**src/rtl/scanirq_pkg.sv**
```systemverilog
package scanirq_pkg;

    // Register selected by a CPU write
    typedef enum logic [2:0] {
        REG_NONE  = 3'd0,
        REG_COUNT = 3'd1,
        REG_RELOAD = 3'd2,
        REG_OFF   = 3'd3,
        REG_ON    = 3'd4
    } reg_sel_e;

    // Control flags held by the block
    typedef struct packed {
        logic en;
        logic lock;
        logic irq;
    } ctl_t;

    localparam logic [2:0] PAGE_COUNTER = 3'b110;
    localparam logic [2:0] PAGE_ENABLE  = 3'b111;

    // Decode from the top three address bits and the lowest one
    function automatic reg_sel_e sel_of(input logic [2:0] page, input logic odd);
        reg_sel_e s;
        s = REG_NONE;
        if (page == PAGE_COUNTER)
            s = odd ? REG_RELOAD : REG_COUNT;
        else if (page == PAGE_ENABLE)
            s = odd ? REG_ON : REG_OFF;
        return s;
    endfunction

endpackage

```
**src/rtl/scanirq_regdec.sv**
```systemverilog
module scanirq_regdec
    import scanirq_pkg::*;
#(
    parameter int ADDR_W = 16
) (
    input  logic              wr_en,
    input  logic [ADDR_W-1:0] wr_addr,
    output reg_sel_e          wr_sel
);
    localparam int PAGE_LSB = ADDR_W - 3;

    logic [2:0] page;
    logic       unused_mid;

    assign page       = wr_addr[ADDR_W-1:PAGE_LSB];
    assign unused_mid = ^wr_addr[PAGE_LSB-1:1];

    always_comb begin
        wr_sel = REG_NONE;
        if (wr_en)
            wr_sel = sel_of(page, wr_addr[0]);
    end
endmodule

```
**src/rtl/scanirq_eval.sv**
```systemverilog
module scanirq_eval
    import scanirq_pkg::*;
#(
    parameter int CNT_W     = 8,
    parameter int LINE_W    = 9,
    parameter int LAST_LINE = 239
) (
    input  logic              line_pulse,
    input  logic [LINE_W-1:0] line_num,
    input  logic              render_en,
    input  ctl_t              ctl,
    input  logic [CNT_W-1:0]  cnt,
    input  logic [CNT_W-1:0]  reload,
    output logic              active,
    output logic              fire,
    output logic [CNT_W-1:0]  cnt_next
);
    localparam logic [LINE_W-1:0] LAST = LINE_W'(LAST_LINE);
    localparam logic [CNT_W-1:0]  ONE  = CNT_W'(1);

    logic             top_line;
    logic [CNT_W-1:0] pre_cnt;
    logic [CNT_W-1:0] post_cnt;
    logic             at_zero;

    assign top_line = (line_num == '0);
    assign active   = line_pulse && (line_num <= LAST) && render_en
                      && ctl.en && !ctl.lock;

    always_comb begin
        pre_cnt  = (top_line && cnt != '0) ? cnt - ONE : cnt;
        at_zero  = (pre_cnt == '0);
        post_cnt = at_zero ? reload : pre_cnt;
        cnt_next = post_cnt - ONE;
    end

    assign fire = active && at_zero;
endmodule

```
**src/rtl/scanirq_top.sv**
```systemverilog
module scanirq_top
    import scanirq_pkg::*;
#(
    parameter int CNT_W     = 8,
    parameter int LINE_W    = 9,
    parameter int ADDR_W    = 16,
    parameter int LAST_LINE = 239
) (
    input  logic              clk,
    input  logic              rst,
    input  logic              wr_en,
    input  logic [ADDR_W-1:0] wr_addr,
    input  logic [CNT_W-1:0]  wr_data,
    input  logic              line_pulse,
    input  logic [LINE_W-1:0] line_num,
    input  logic              render_en,
    output logic              irq
);
    reg_sel_e         wr_sel;
    ctl_t             ctl_q;
    logic [CNT_W-1:0] cnt_q;
    logic [CNT_W-1:0] reload_q;
    logic             line_active;
    logic             line_fire;
    logic [CNT_W-1:0] cnt_next;

    scanirq_regdec #(.ADDR_W(ADDR_W)) u_dec (
        .wr_en   (wr_en),
        .wr_addr (wr_addr),
        .wr_sel  (wr_sel)
    );

    scanirq_eval #(
        .CNT_W(CNT_W), .LINE_W(LINE_W), .LAST_LINE(LAST_LINE)
    ) u_eval (
        .line_pulse (line_pulse),
        .line_num   (line_num),
        .render_en  (render_en),
        .ctl        (ctl_q),
        .cnt        (cnt_q),
        .reload     (reload_q),
        .active     (line_active),
        .fire       (line_fire),
        .cnt_next   (cnt_next)
    );

    always_ff @(posedge clk) begin
        if (rst) begin
            cnt_q    <= '0;
            reload_q <= '0;
            ctl_q    <= '0;
        end else if (wr_sel != REG_NONE) begin
            ctl_q.lock <= 1'b0;
            unique case (wr_sel)
                REG_COUNT:  cnt_q    <= wr_data;
                REG_RELOAD: reload_q <= wr_data;
                REG_OFF: begin
                    ctl_q.en  <= 1'b0;
                    ctl_q.irq <= 1'b0;
                end
                REG_ON:     ctl_q.en <= 1'b1;
                default: ;
            endcase
        end else if (line_active) begin
            cnt_q <= cnt_next;
            if (line_fire) begin
                ctl_q.lock <= 1'b1;
                ctl_q.irq  <= 1'b1;
            end
        end
    end

    assign irq = ctl_q.irq;
endmodule

```
**config.mk**
```make
export PLATFORM = sky130hd
export DESIGN_NAME = scanirq_top
export DESIGN_NICKNAME = d
export VERILOG_FILES = /design/src/rtl/scanirq_pkg.sv /design/src/rtl/scanirq_regdec.sv /design/src/rtl/scanirq_eval.sv /design/src/rtl/scanirq_top.sv
export SDC_FILE = /design/constraint.sdc
export NUM_CORES = 1
export LEC_CHECK = 0
export BUFFER_PORTS_ARGS = -buffer_cell sky130_fd_sc_hd__buf_2
export CAP_MARGIN = 20
export CORE_AREA = 5 5 58 60
export DETAILED_ROUTE_END_ITERATION = 10
export DIE_AREA = 0 0 63 65
export PLACE_DENSITY = 0.82
export SYNTH_ARGS = -nofsm -noshare
export SYNTH_HDL_FRONTEND = slang
export SYNTH_SLANG_ARGS = --single-unit
```
**constraint.sdc**
```tcl
create_clock -name clk -period 9 [get_ports clk]
set_clock_uncertainty 0.1 [all_clocks]
set_input_delay 0.9 -clock clk [delete_from_list [all_inputs] [get_ports clk]]
set_output_delay 0.9 -clock clk [all_outputs]
set_load 0.01 [all_outputs]
```
-- Word level (Yosys, flattened, before mapping)
Cells that the tools add are included.
- add/sub/neg operators: 2
- order comparisons: 1
- equality and inequality tests: 8
- muxes and demuxes: 15
- reductions and logical operators: 20
- operator list (operator ; count):
    $mux 8 ; 5
    $sub 8x1->8 const B ; 2
    $mux 3 ; 4
    $eq 3x3->1 const B ; 3
    $le 9x8->1 const B ; 1
    $logic_not 9->1 ; 1
    $logic_not 8->1 ; 1
    $reduce_and 2->1 ; 4
    $reduce_bool 8->1 ; 1
    $eq 3x2->1 const B ; 2
    $logic_and 1x1->1 ; 6
    $reduce_bool 2->1 ; 3
    $mux 1 ; 4
    $ne 2x1->1 const B ; 2
    $eq 3x1->1 const B ; 1
    $reduce_and 3->1 ; 1
    $reduce_bool 3->1 ; 1
    $mux 2 ; 1
    $pmux 1 s2 ; 1
    $reduce_or 2->1 ; 1
    $logic_not 1->1 ; 1
- register bits: 19
- input bits: 38
- output and inout bits: 1
- logic and storage cells: 51

-- Longest topological paths before layout
Gate-level depths: netlist (run 1).
- depth in word-level cells: 9
- depth in mapped cells: 12
- gate-level depth less buffers: 12

-- Modules after synthesis
Synthesis (run 1) repeated with hierarchy kept, for this count alone.
- cells, all modules: 204
- area total of the unflattened synthesis: 1675.4 um2
- by module, submodules not included (module ; instances ; cells each ; area an instance (um2) ; sequential area each (um2)):
    scanirq_eval ; 1 ; 106 ; 828.3 ; 0.0
    scanirq_top ; 1 ; 92 ; 818.3 ; 380.4
    scanirq_regdec ; 1 ; 6 ; 28.8 ; 0.0

-- Worst setup path before layout (run 1)
Ideal clock, no wire load.
- path kind: input port to flip-flop
- start: in line_num[3]
- end: reg cnt_q[4]
- library setup time: 91 ps
- arrival time: 2966 ps
- required time: 8809 ps
- slack: 5843 ps
- cell stages on the path: 10
- path buffers: 0
- path through: nor4_4 > o211ai_2 > o21ai_2 > a211oi_4 > a221oi_1 > ha_1 > inv_1 > a211o_1 > or2_1 > a311oi_1
- cells in the longest elaborated chain, start to end: 8
- elaborated cells between the ends (all ways): 15
- ends and longest elaborated chain (what ; line ; source):
    from (decl) ; scanirq_top.sv:15 ; input logic [LINE_W-1:0] line_num,
    $logic_not 9->1 ; scanirq_eval.sv:26 ; assign top_line = (line_num == '0);
    $logic_and 1x1->1 ; scanirq_eval.sv:31 ; pre_cnt = (top_line && cnt != '0) ? cnt - ONE : cnt;
    $mux 8 ; scanirq_eval.sv:31 ;
    $logic_not 8->1 ; scanirq_eval.sv:32 ; at_zero = (pre_cnt == '0);
    $mux 8 ; scanirq_eval.sv:33 ; post_cnt = at_zero ? reload : pre_cnt;
    $sub 8x1->8 ; scanirq_eval.sv:34 ; cnt_next = post_cnt - ONE;
    $mux 8 ; scanirq_top.sv:64 ; end else if (line_active) begin
    $mux 8 ; scanirq_top.sv:52 ; end else if (wr_sel != REG_NONE) begin
    to (signal assigned) ; scanirq_top.sv:55 ; REG_COUNT: cnt_q <= wr_data;
    to (signal assigned) ; scanirq_top.sv:65 ; cnt_q <= cnt_next;
    to (decl) ; scanirq_top.sv:21 ; logic [CNT_W-1:0] cnt_q;
Parallel ways exist; a longest one is shown, timed or not. The select of a mux whose other input is x is not followed.
A chain may end at the register's enable or synchronous reset.

-- Worst setup path after layout (run 1)
Same ends and word-level chain as after synthesis.

==> impl_metrics.prom, run 1 <==
# TYPE chip_impl_metric gauge
chip_impl_metric{name="worst_pin_slew",unit="ps"} 808
chip_impl_info{name="worstPathCellList",value="buf_2, nor4_4, nand4_1, mux2_4, a211oi_4, a221oi_1, ha_1, inv_1, a211o_1, o2bb2ai_1, a311oi_1"} 1
chip_impl_metric{name="ys.warnings.count",unit=""} 0
chip_impl_metric{name="power_internal",unit="uW"} 120
chip_impl_metric{name="cts_hold_buffers",unit=""} 0
chip_impl_metric{name="ffs_latches_synth",unit=""} 19
chip_impl_metric{name="fp.dieArea",unit="mm2"} 0.00410
chip_impl_metric{name="detail-route-antenna-nets",unit=""} 0
chip_impl_metric{name="postPlaceCellArea",unit="mm2"} 0.00159
chip_impl_metric{name="total_switching_power",unit="uW"} 51.2
chip_impl_metric{name="routed_via_count",unit=""} 1422
chip_impl_info{name="timing.hold.worst.class",value="flip-flop to flip-flop"} 1
chip_impl_metric{name="yosys.cell_types.count",unit=""} 55
chip_impl_metric{name="hold_viol",unit=""} 0
chip_impl_metric{name="detail_route.drc_violations",unit=""} 0
chip_impl_metric{name="port-buffer-count",unit=""} 26
chip_impl_info{name="status",value="completed"} 1
chip_impl_metric{name="die_width",unit="um"} 63
chip_impl_info{name="crit_slowest_cell",value="nor4_4"} 1
chip_impl_metric{name="syn-num-nets",unit=""} 224
chip_impl_metric{name="grt.overflow.total",unit=""} 0
chip_impl_metric{name="grt_start_max_net_pins",unit=""} 19
chip_impl_metric{name="initial_utilization",unit="%"} 51.1
chip_impl_metric{name="drt_iter0_markers",unit=""} 89
chip_impl_info{name="grt_setup_unrepaired",value="false"} 1
chip_impl_metric{name="cts-root-to-sink-buffers",unit=""} 2
chip_impl_metric{name="max-cap-violations",unit=""} 0
chip_impl_metric{name="multi_input_area",unit="mm2"} 0.00102
chip_impl_metric{name="maxClockFrequency",unit="MHz"} 313
chip_impl_metric{name="finalInstanceArea",unit="mm2"} 0.00162
chip_impl_metric{name="hpwl",unit="um"} 2770
chip_impl_metric{name="htree_levels",unit=""} 1
chip_impl_metric{name="global_route_wire_length_before_repair",unit="um"} 5960
chip_impl_metric{name="path_clk_slew",unit="ps"} 100
chip_impl_metric{name="period_minus_slack",unit="ps"} 3200
chip_impl_metric{name="totalNegativeSetupSlack",unit="ps"} 0
chip_impl_metric{name="number_of_instances_resized_during_post_cts_repair",unit=""} 0
chip_impl_metric{name="die_height",unit="um"} 65
chip_impl_metric{name="drtPass1Iterations",unit=""} 4
chip_impl_metric{name="placeableCoreArea",unit="mm2"} 0.00288
chip_impl_metric{name="routedWlPerCell",unit="um"} 14.3
chip_impl_info{name="most_frequent_cells_in_the_layout",value="26 x buf_2, 23 x nand2_1, 19 x dfxtp_1, 18 x a21oi_1, 13 x nand3_1"} 1
chip_impl_metric{name="clock_power_share",unit="%"} 24.9
chip_impl_metric{name="first_global_vias",unit=""} 1373
chip_impl_metric{name="required",unit="ps"} 9110
chip_impl_metric{name="cts_made_buffers",unit=""} 3
chip_impl_metric{name="sequentialPowerShare",unit="%"} 51.2
chip_impl_metric{name="route.detailed.vias_per_inst",unit=""} 5.95
chip_impl_metric{name="areaGrowthSynthToFinish",unit="%"} 9.86
chip_impl_metric{name="pwr_density_cell",unit="mW/mm2"} 106
chip_impl_metric{name="insertedDiodeCount",unit=""} 0
chip_impl_info{name="clock_tree.root_cell",value="clkbuf_4"} 1
chip_impl_metric{name="rows",unit=""} 20
chip_impl_metric{name="seq_area",unit="um2"} 380
chip_impl_metric{name="clk-insertion-delay-late",unit="ps"} 290
chip_impl_metric{name="clock_sinks",unit=""} 19
chip_impl_metric{name="grt_antenna_before_repair",unit=""} 0
chip_impl_metric{name="pin_count",unit=""} 39
chip_impl_metric{name="synth-edff-count",unit=""} 0
chip_impl_info{name="setup.worst_path.class",value="primary input to flip-flop"} 1
chip_impl_metric{name="final_nets",unit=""} 248
chip_impl_metric{name="critical_path.max_fanout",unit=""} 8
chip_impl_metric{name="grtUsageTotal",unit="%"} 17.6
chip_impl_info{name="layout_commonest_cell",value="buf_2"} 1
chip_impl_info{name="tritoncts",value="done"} 1
chip_impl_metric{name="p_comb_share",unit="%"} 23.9
chip_impl_metric{name="drive_above_1_share",unit="%"} 22.3
chip_impl_metric{name="synthesis.area_per_instance",unit="um2"} 8.04
chip_impl_metric{name="swShare",unit="%"} 29.8
chip_impl_metric{name="synth_sequential_area_ratio",unit="%"} 25.9
chip_impl_metric{name="cp_slowest_stage_delay",unit="ps"} 380
chip_impl_metric{name="cts_setup_buffers",unit=""} 0
chip_impl_metric{name="drt_wl_total",unit="um"} 3420
chip_impl_metric{name="ys_async_sr_fraction",unit="%"} 0
chip_impl_metric{name="gp_routability_congestion",unit=""} 0.938
chip_impl_metric{name="timing.slew.headroom",unit="%"} 45.7
chip_impl_metric{name="fill_cells",unit=""} 286
chip_impl_metric{name="syn_inst",unit=""} 183
chip_impl_metric{name="leakage_power_figure",unit="uW"} 0.000634
chip_impl_metric{name="netlist_area",unit="mm2"} 0.00147
chip_impl_info{name="critPathLaunchType",value="primary input"} 1
chip_impl_metric{name="setup_viol",unit=""} 0
chip_impl_info{name="synth-main-ff-cell",value="dfxtp_1"} 1
chip_impl_metric{name="finalCritPeriodShare",unit="%"} 35.5
chip_impl_metric{name="power.ir.vdd_worst",unit="uV"} 86.0
chip_impl_metric{name="maxSlewViolCount",unit=""} 0
chip_impl_info{name="cp-end-kind",value="flip-flop"} 1
chip_impl_metric{name="critPathArrivalTime",unit="ps"} 3310
critical path, delay by kind of cell:
kind / cells / cell delay [ps]
adders and majority gates: 1 / 220
AOI/OAI and AO/OA: 5 / 1010
and+or+nand+nor: 2 / 610
muxes: 1 / 380
buffers and inverters: 2 / 190
area by class of cell:
class / instances / area share, %
clock buffers: 4 / 1.63
flip-flops and latches: 19 / 23.5
well taps: 33 / 2.55
inverters: 4 / 0.929
repair buffers: 26 / 8.05
multi-input cells: 153 / 63.3
through the flow:
step / util (%) / cells / hold slack (ps) / power (uW) / worst slack (ps)
floorplan: - / 183 / 328 / 119 / 5840
global placement: 55.3 / 235 / 343 / 130 / 5490
detailed placement: 55.3 / 235 / 359 / 130 / 5480
CTS: 56.2 / 239 / 375 / 173 / 5800
global route: 56.2 / 239 / 410 / 183 / 5640
finish: 56.2 / 239 / 373 / 172 / 5800
routing by layer:
layer / part of all wire [%] / up-vias / wire length (um) / GRT usage, %
met5: 0 / - / 0 / 0
met4: 0.94 / 0 / 32 / 5.04
met3: 4.1 / 4 / 141 / 2.60
met2: 47 / 39 / 1610 / 30.8
met1: 48 / 644 / 1640 / 22.1
li1: - / 735 / - / -
power by group through the flow:
| stage | combinational, uW | clock (uW) | sequential, uW |
|---|---|---|---|
| 5_1_grt | 45.7 | 49.4 | 88.3 |
| 4_1_cts | 40.8 | 44.4 | 87.9 |
| 6_report | 41.0 | 42.8 | 87.9 |
| 2_1_floorplan | 29.8 | 0 | 89.0 |
| 3_5_place_dp | 40.5 | 0 | 89.8 |
| 3_3_place_gp | 40.1 | 0 | 89.8 |
sequential cells by signal, indices dropped and copies added (netlist names):
register and count:
irq 1, cnt_q 8, ctl_q 2, reload_q 8
path summary, 6_finish.rpt:
check / startpoint / end / slack, ps / cells past startpoint
max: line_num[3] / cnt_q[4]$_SDFFE_PP0P_ / 5800 / 11
max reg2reg: cnt_q[0]$_SDFFE_PP0P_ / cnt_q[4]$_SDFFE_PP0P_ / 5870 / 12
min reg2reg: reload_q[7]$_SDFFE_PP0P_ / reload_q[7]$_SDFFE_PP0P_ / 370 / 2
min: reload_q[7]$_SDFFE_PP0P_ / reload_q[7]$_SDFFE_PP0P_ / 370 / 2
kinds of logic after synthesis:
family,Yosys count,synth area share (%)
flops,19,25.9
simple gates,85,32.1
compound gates,52,26.7
buf+inv,11,4.59
xor+xnor,11,6.55
fa+ha+maj,3,2.55
mux,2,1.70
Yosys cell counts (2+ instances only):
master    count  share of area [%]
nand2_1      23                5.9
dfxtp_1      19                 26
a21oi_1      18                6.1
nand3_1      13                4.4
nor2_1       12                3.1
o21ai_0       8                2.7
xnor2_1       8                4.8
nor3_1        7                2.4
a221oi_1      5                3.0
inv_1         4                1.0
nand4_1       4                1.7
nor4_1        4                1.7
buf_6         3                2.3
clkbuf_1      3               0.77
ha_1          3                2.6
o211ai_1      3                1.5
or3_1         3                1.3
xor2_1        3                1.8
a31oi_1       2               0.85
nor3b_1       2                1.0
or2_2         2               0.85
Power figures use the tool's default switching activity.
==> inputs of run 2 (changes only) <==
--- a/config.mk
+++ b/config.mk
@@ -5,12 +5,13 @@
 export SDC_FILE = /design/constraint.sdc
 export NUM_CORES = 1
 export LEC_CHECK = 0
+export ABC_AREA = 1
 export BUFFER_PORTS_ARGS = -buffer_cell sky130_fd_sc_hd__buf_2
 export CAP_MARGIN = 20
-export CORE_AREA = 5 5 58 60
+export CORE_AREA = 5 5 63 65
 export DETAILED_ROUTE_END_ITERATION = 10
-export DIE_AREA = 0 0 63 65
-export PLACE_DENSITY = 0.82
+export DIE_AREA = 0 0 68 70
+export PLACE_DENSITY = 0.74
 export SYNTH_ARGS = -nofsm -noshare
 export SYNTH_HDL_FRONTEND = slang
 export SYNTH_SLANG_ARGS = --single-unit
==> constraint.sdc (replaced) <==
create_clock -name clk -period 2.8 [get_ports clk]
set_clock_uncertainty 0.1 [all_clocks]
set_input_delay 0.28 -clock clk [delete_from_list [all_inputs] [get_ports clk]]
set_output_delay 0.28 -clock clk [all_outputs]
set_load 0.01 [all_outputs]
==> run 2 against run 1 <==
Effect of this change: critical endpoint is now cnt_q[6]$_SDFFE_PP0P_; synthesized cell count grew 30%; critical path type is now flip-flop to flip-flop; largest cell class unchanged; count of clock-buffer cells in the layout is the same; non-clock buffer count grew 4; combinational power grew to 4.7 times the previous value; first-iteration DRC count shrank 15%.
==> impl_metrics.prom, run 2 <==
# TYPE chip_impl_metric gauge
chip_impl_info{name="most_frequent_cells_in_the_layout",value="63 x nand2_1, 39 x nor2_1, 26 x buf_2, 21 x inv_1, 19 x dfxtp_1"} 1
chip_impl_metric{name="period_minus_slack",unit="ps"} 2570
chip_impl_metric{name="finalCritPeriodShare",unit="%"} 91.6
chip_impl_metric{name="power_internal",unit="uW"} 408
chip_impl_metric{name="critical_path.max_fanout",unit=""} 5
chip_impl_metric{name="critPathArrivalTime",unit="ps"} 2660
chip_impl_metric{name="number_of_instances_resized_during_post_cts_repair",unit=""} 0
chip_impl_metric{name="sequentialPowerShare",unit="%"} 45.6
chip_impl_info{name="layout_commonest_cell",value="nand2_1"} 1
chip_impl_metric{name="leakage_power_figure",unit="uW"} 0.000847
chip_impl_info{name="crit_slowest_cell",value="dfxtp_1"} 1
chip_impl_metric{name="ffs_latches_synth",unit=""} 19
chip_impl_metric{name="required",unit="ps"} 2890
chip_impl_metric{name="maxClockFrequency",unit="MHz"} 390
chip_impl_metric{name="path_clk_slew",unit="ps"} 120
chip_impl_metric{name="synth_top_area_share",unit="%"} 25.5
chip_impl_metric{name="insertedDiodeCount",unit=""} 0
chip_impl_info{name="cp-end-kind",value="flip-flop"} 1
chip_impl_info{name="synth_common_cells",value="63 x nand2_1, 39 x nor2_1, 21 x inv_1"} 1
chip_impl_metric{name="cts-root-to-sink-buffers",unit=""} 2
chip_impl_info{name="grt_setup_unrepaired",value="false"} 1
chip_impl_metric{name="final_nets",unit=""} 308
chip_impl_metric{name="port-buffer-count",unit=""} 26
chip_impl_metric{name="htree_levels",unit=""} 1
chip_impl_metric{name="netlist_area",unit="mm2"} 0.00149
chip_impl_metric{name="clock_sinks",unit=""} 19
chip_impl_metric{name="rows",unit=""} 21
chip_impl_metric{name="layout_setup_ws",unit="ps"} 235
chip_impl_metric{name="areaGrowthSynthToFinish",unit="%"} 14.2
chip_impl_info{name="worst_path_most_repeated_cell",value="nand2_1"} 1
chip_impl_metric{name="power.ir.vdd_worst",unit="uV"} 227
chip_impl_info{name="top_regs",value="cnt_q (8), reload_q (8), ctl_q (2)"} 1
chip_impl_metric{name="detail-route-antenna-nets",unit=""} 0
chip_impl_metric{name="grtUsageTotal",unit="%"} 15.2
chip_impl_metric{name="pin_count",unit=""} 39
chip_impl_metric{name="max-cap-violations",unit=""} 0
chip_impl_metric{name="grt_antenna_before_repair",unit=""} 0
chip_impl_metric{name="drive_above_1_share",unit="%"} 22.9
chip_impl_metric{name="pwr_density_cell",unit="mW/mm2"} 364
chip_impl_metric{name="gp_routability_congestion",unit=""} 0.859
chip_impl_metric{name="worst_pin_slew",unit="ps"} 410
chip_impl_metric{name="cts_made_buffers",unit=""} 3
chip_impl_metric{name="cp_slowest_stage_delay",unit="ps"} 380
chip_impl_metric{name="cts_setup_buffers",unit=""} 0
chip_impl_metric{name="syn_inst",unit=""} 237
chip_impl_metric{name="totalNegativeSetupSlack",unit="ps"} 0
chip_impl_metric{name="synth_sequential_area_ratio",unit="%"} 25.5
chip_impl_info{name="clock_tree.root_cell",value="clkbuf_4"} 1
chip_impl_metric{name="hpwl",unit="um"} 2800
chip_impl_info{name="synth-main-ff-cell",value="dfxtp_1"} 1
chip_impl_metric{name="fill_cells",unit=""} 351
chip_impl_metric{name="cts_hold_buffers",unit=""} 0
chip_impl_metric{name="drt_wl_total",unit="um"} 3430
chip_impl_metric{name="total_switching_power",unit="uW"} 213
chip_impl_metric{name="synth-edff-count",unit=""} 0
chip_impl_info{name="setup.worst_path.class",value="flip-flop to flip-flop"} 1
chip_impl_metric{name="swShare",unit="%"} 34.3
chip_impl_metric{name="detail_route.drc_violations",unit=""} 0
chip_impl_info{name="status",value="completed"} 1
chip_impl_metric{name="clk-insertion-delay-late",unit="ps"} 310
chip_impl_metric{name="die_height",unit="um"} 70
chip_impl_info{name="post_synth_main_area_contributors",value="dfxtp_1 25%, nand2_1 16%, nor2_1 9.8%"} 1
chip_impl_metric{name="ys.warnings.count",unit=""} 0
chip_impl_metric{name="drtPass1Iterations",unit=""} 4
chip_impl_metric{name="ys_async_sr_fraction",unit="%"} 0
chip_impl_metric{name="first_global_vias",unit=""} 1393
chip_impl_info{name="timing.hold.worst.class",value="primary input to flip-flop"} 1
chip_impl_metric{name="die_width",unit="um"} 68
chip_impl_metric{name="p_comb_share",unit="%"} 31.2
chip_impl_metric{name="global_route_wire_length_before_repair",unit="um"} 5800
chip_impl_metric{name="fp.dieArea",unit="mm2"} 0.00476
chip_impl_metric{name="routed_via_count",unit=""} 1561
chip_impl_metric{name="timing.slew.headroom",unit="%"} 72.6
chip_impl_metric{name="maxSlewViolCount",unit=""} 0
chip_impl_metric{name="route.detailed.vias_per_inst",unit=""} 5.00
chip_impl_metric{name="yosys.cell_types.count",unit=""} 31
chip_impl_info{name="critPathLaunchType",value="flip-flop"} 1
chip_impl_info{name="post-synth-top-area-cell",value="dfxtp_1"} 1
chip_impl_info{name="tritoncts",value="done"} 1
chip_impl_metric{name="grt_start_max_net_pins",unit=""} 17
chip_impl_info{name="synth_most_common_cell",value="nand2_1"} 1
chip_impl_metric{name="hold_viol",unit=""} 0
chip_impl_metric{name="placeableCoreArea",unit="mm2"} 0.00328
chip_impl_metric{name="synthesis.area_per_instance",unit="um2"} 6.30
chip_impl_metric{name="clock_power_share",unit="%"} 23.2
chip_impl_metric{name="syn-num-nets",unit=""} 278
chip_impl_metric{name="setup_viol",unit=""} 0
chip_impl_metric{name="initial_utilization",unit="%"} 45.5
chip_impl_metric{name="place_ws",unit="ps"} 262
chip_impl_metric{name="grt.overflow.total",unit=""} 0
chip_impl_info{name="worstPathCellList",value="inv_1, ha_1, nand2_1, nor2_4, nor2_1, nand2_1, nand2_2, nor2_1, nand2_2, nor2_4, a21oi_4, ha_1, nand2_2, nor2_2, nand2_1, nand2_1, nand3_1, nand2_1, a21oi_2"} 1
chip_impl_metric{name="routedWlPerCell",unit="um"} 11.0
chip_impl_metric{name="drt_iter0_markers",unit=""} 76
==> run 2: changes by cell type in the layout (fill, tap and decap cells not counted), sizes merged, moves of 6 or more <==
cell   delta
nor2     +34
nand2    +50
xnor2     -8
inv      +18
o21ai     +6
==> run 2: through the flow <==
stage	cells	hold slack [ps]	util, %	instance area [um2]	power [uW]
after detailed placement	308	342	51.2	1680	483
after floorplan	237	326	-	1490	440
after global placement	308	340	51.2	1680	479
after global routing	312	140	52.0	1710	665
after CTS	312	138	52.0	1710	624
final	312	140	52.0	1710	621
==> run 2: area by class of cell <==
cell class	instances	area (um2)	area share [%]
inverter	22	85.1	4.99
tap	46	57.6	3.37
clock buffer	4	26.3	1.54
sequential	19	380	22.3
multi-input combinational	191	997	58.4
timing repair buffer	30	160	9.38
==> run 2: power groups by stage <==
stage          clock, uW  combinational [uW]  sequential, uW
4_1_cts              147                 194             283
3_3_place_gp           0                 190             289
5_1_grt              161                 220             284
6_report             144                 194             283
2_1_floorplan          0                 152             288
3_5_place_dp           0                 193             289
==> run 2: per-layer routing <==
metal | vias up | routed length, um | global-route usage, %
li1 | 831 | - | -
met1 | 697 | 1640 | 19.7
met2 | 29 | 1570 | 24.6
met3 | 4 | 188 | 4.01
met4 | 0 | 34 | 3.97
met5 | - | 0 | 0
==> run 2: logic make-up after synthesis <==
logic type	Yosys count	synth area share (%)
xor gates and xnor gates	1	0.586
buffers and inverters	27	7.79
and+or+nand+nor	147	45.5
DFF	19	25.5
adders and majority gates	3	2.51
AOI/OAI and AO/OA	40	18.2
==> run 2: path summary, 6_finish.rpt <==
kind	from	to	slack, ps	depth (start not counted)
min reg2reg	ctl_q[1]$_SDFFE_PP0P_	ctl_q[1]$_SDFFE_PP0P_	360	2
max reg2reg	cnt_q[1]$_SDFFE_PP0P_	cnt_q[6]$_SDFFE_PP0P_	230	19
min	wr_data[4]	reload_q[4]$_SDFFE_PP0P_	140	3
max	cnt_q[1]$_SDFFE_PP0P_	cnt_q[6]$_SDFFE_PP0P_	230	19
==> run 2: worst max-delay path, delay by kind of cell (launching register included) <==
family	cells	cell delay [ps]
simple gates	14	1260
fa+ha+maj	2	420
flops	1	380
compound gates	2	200
buf+inv	1	90
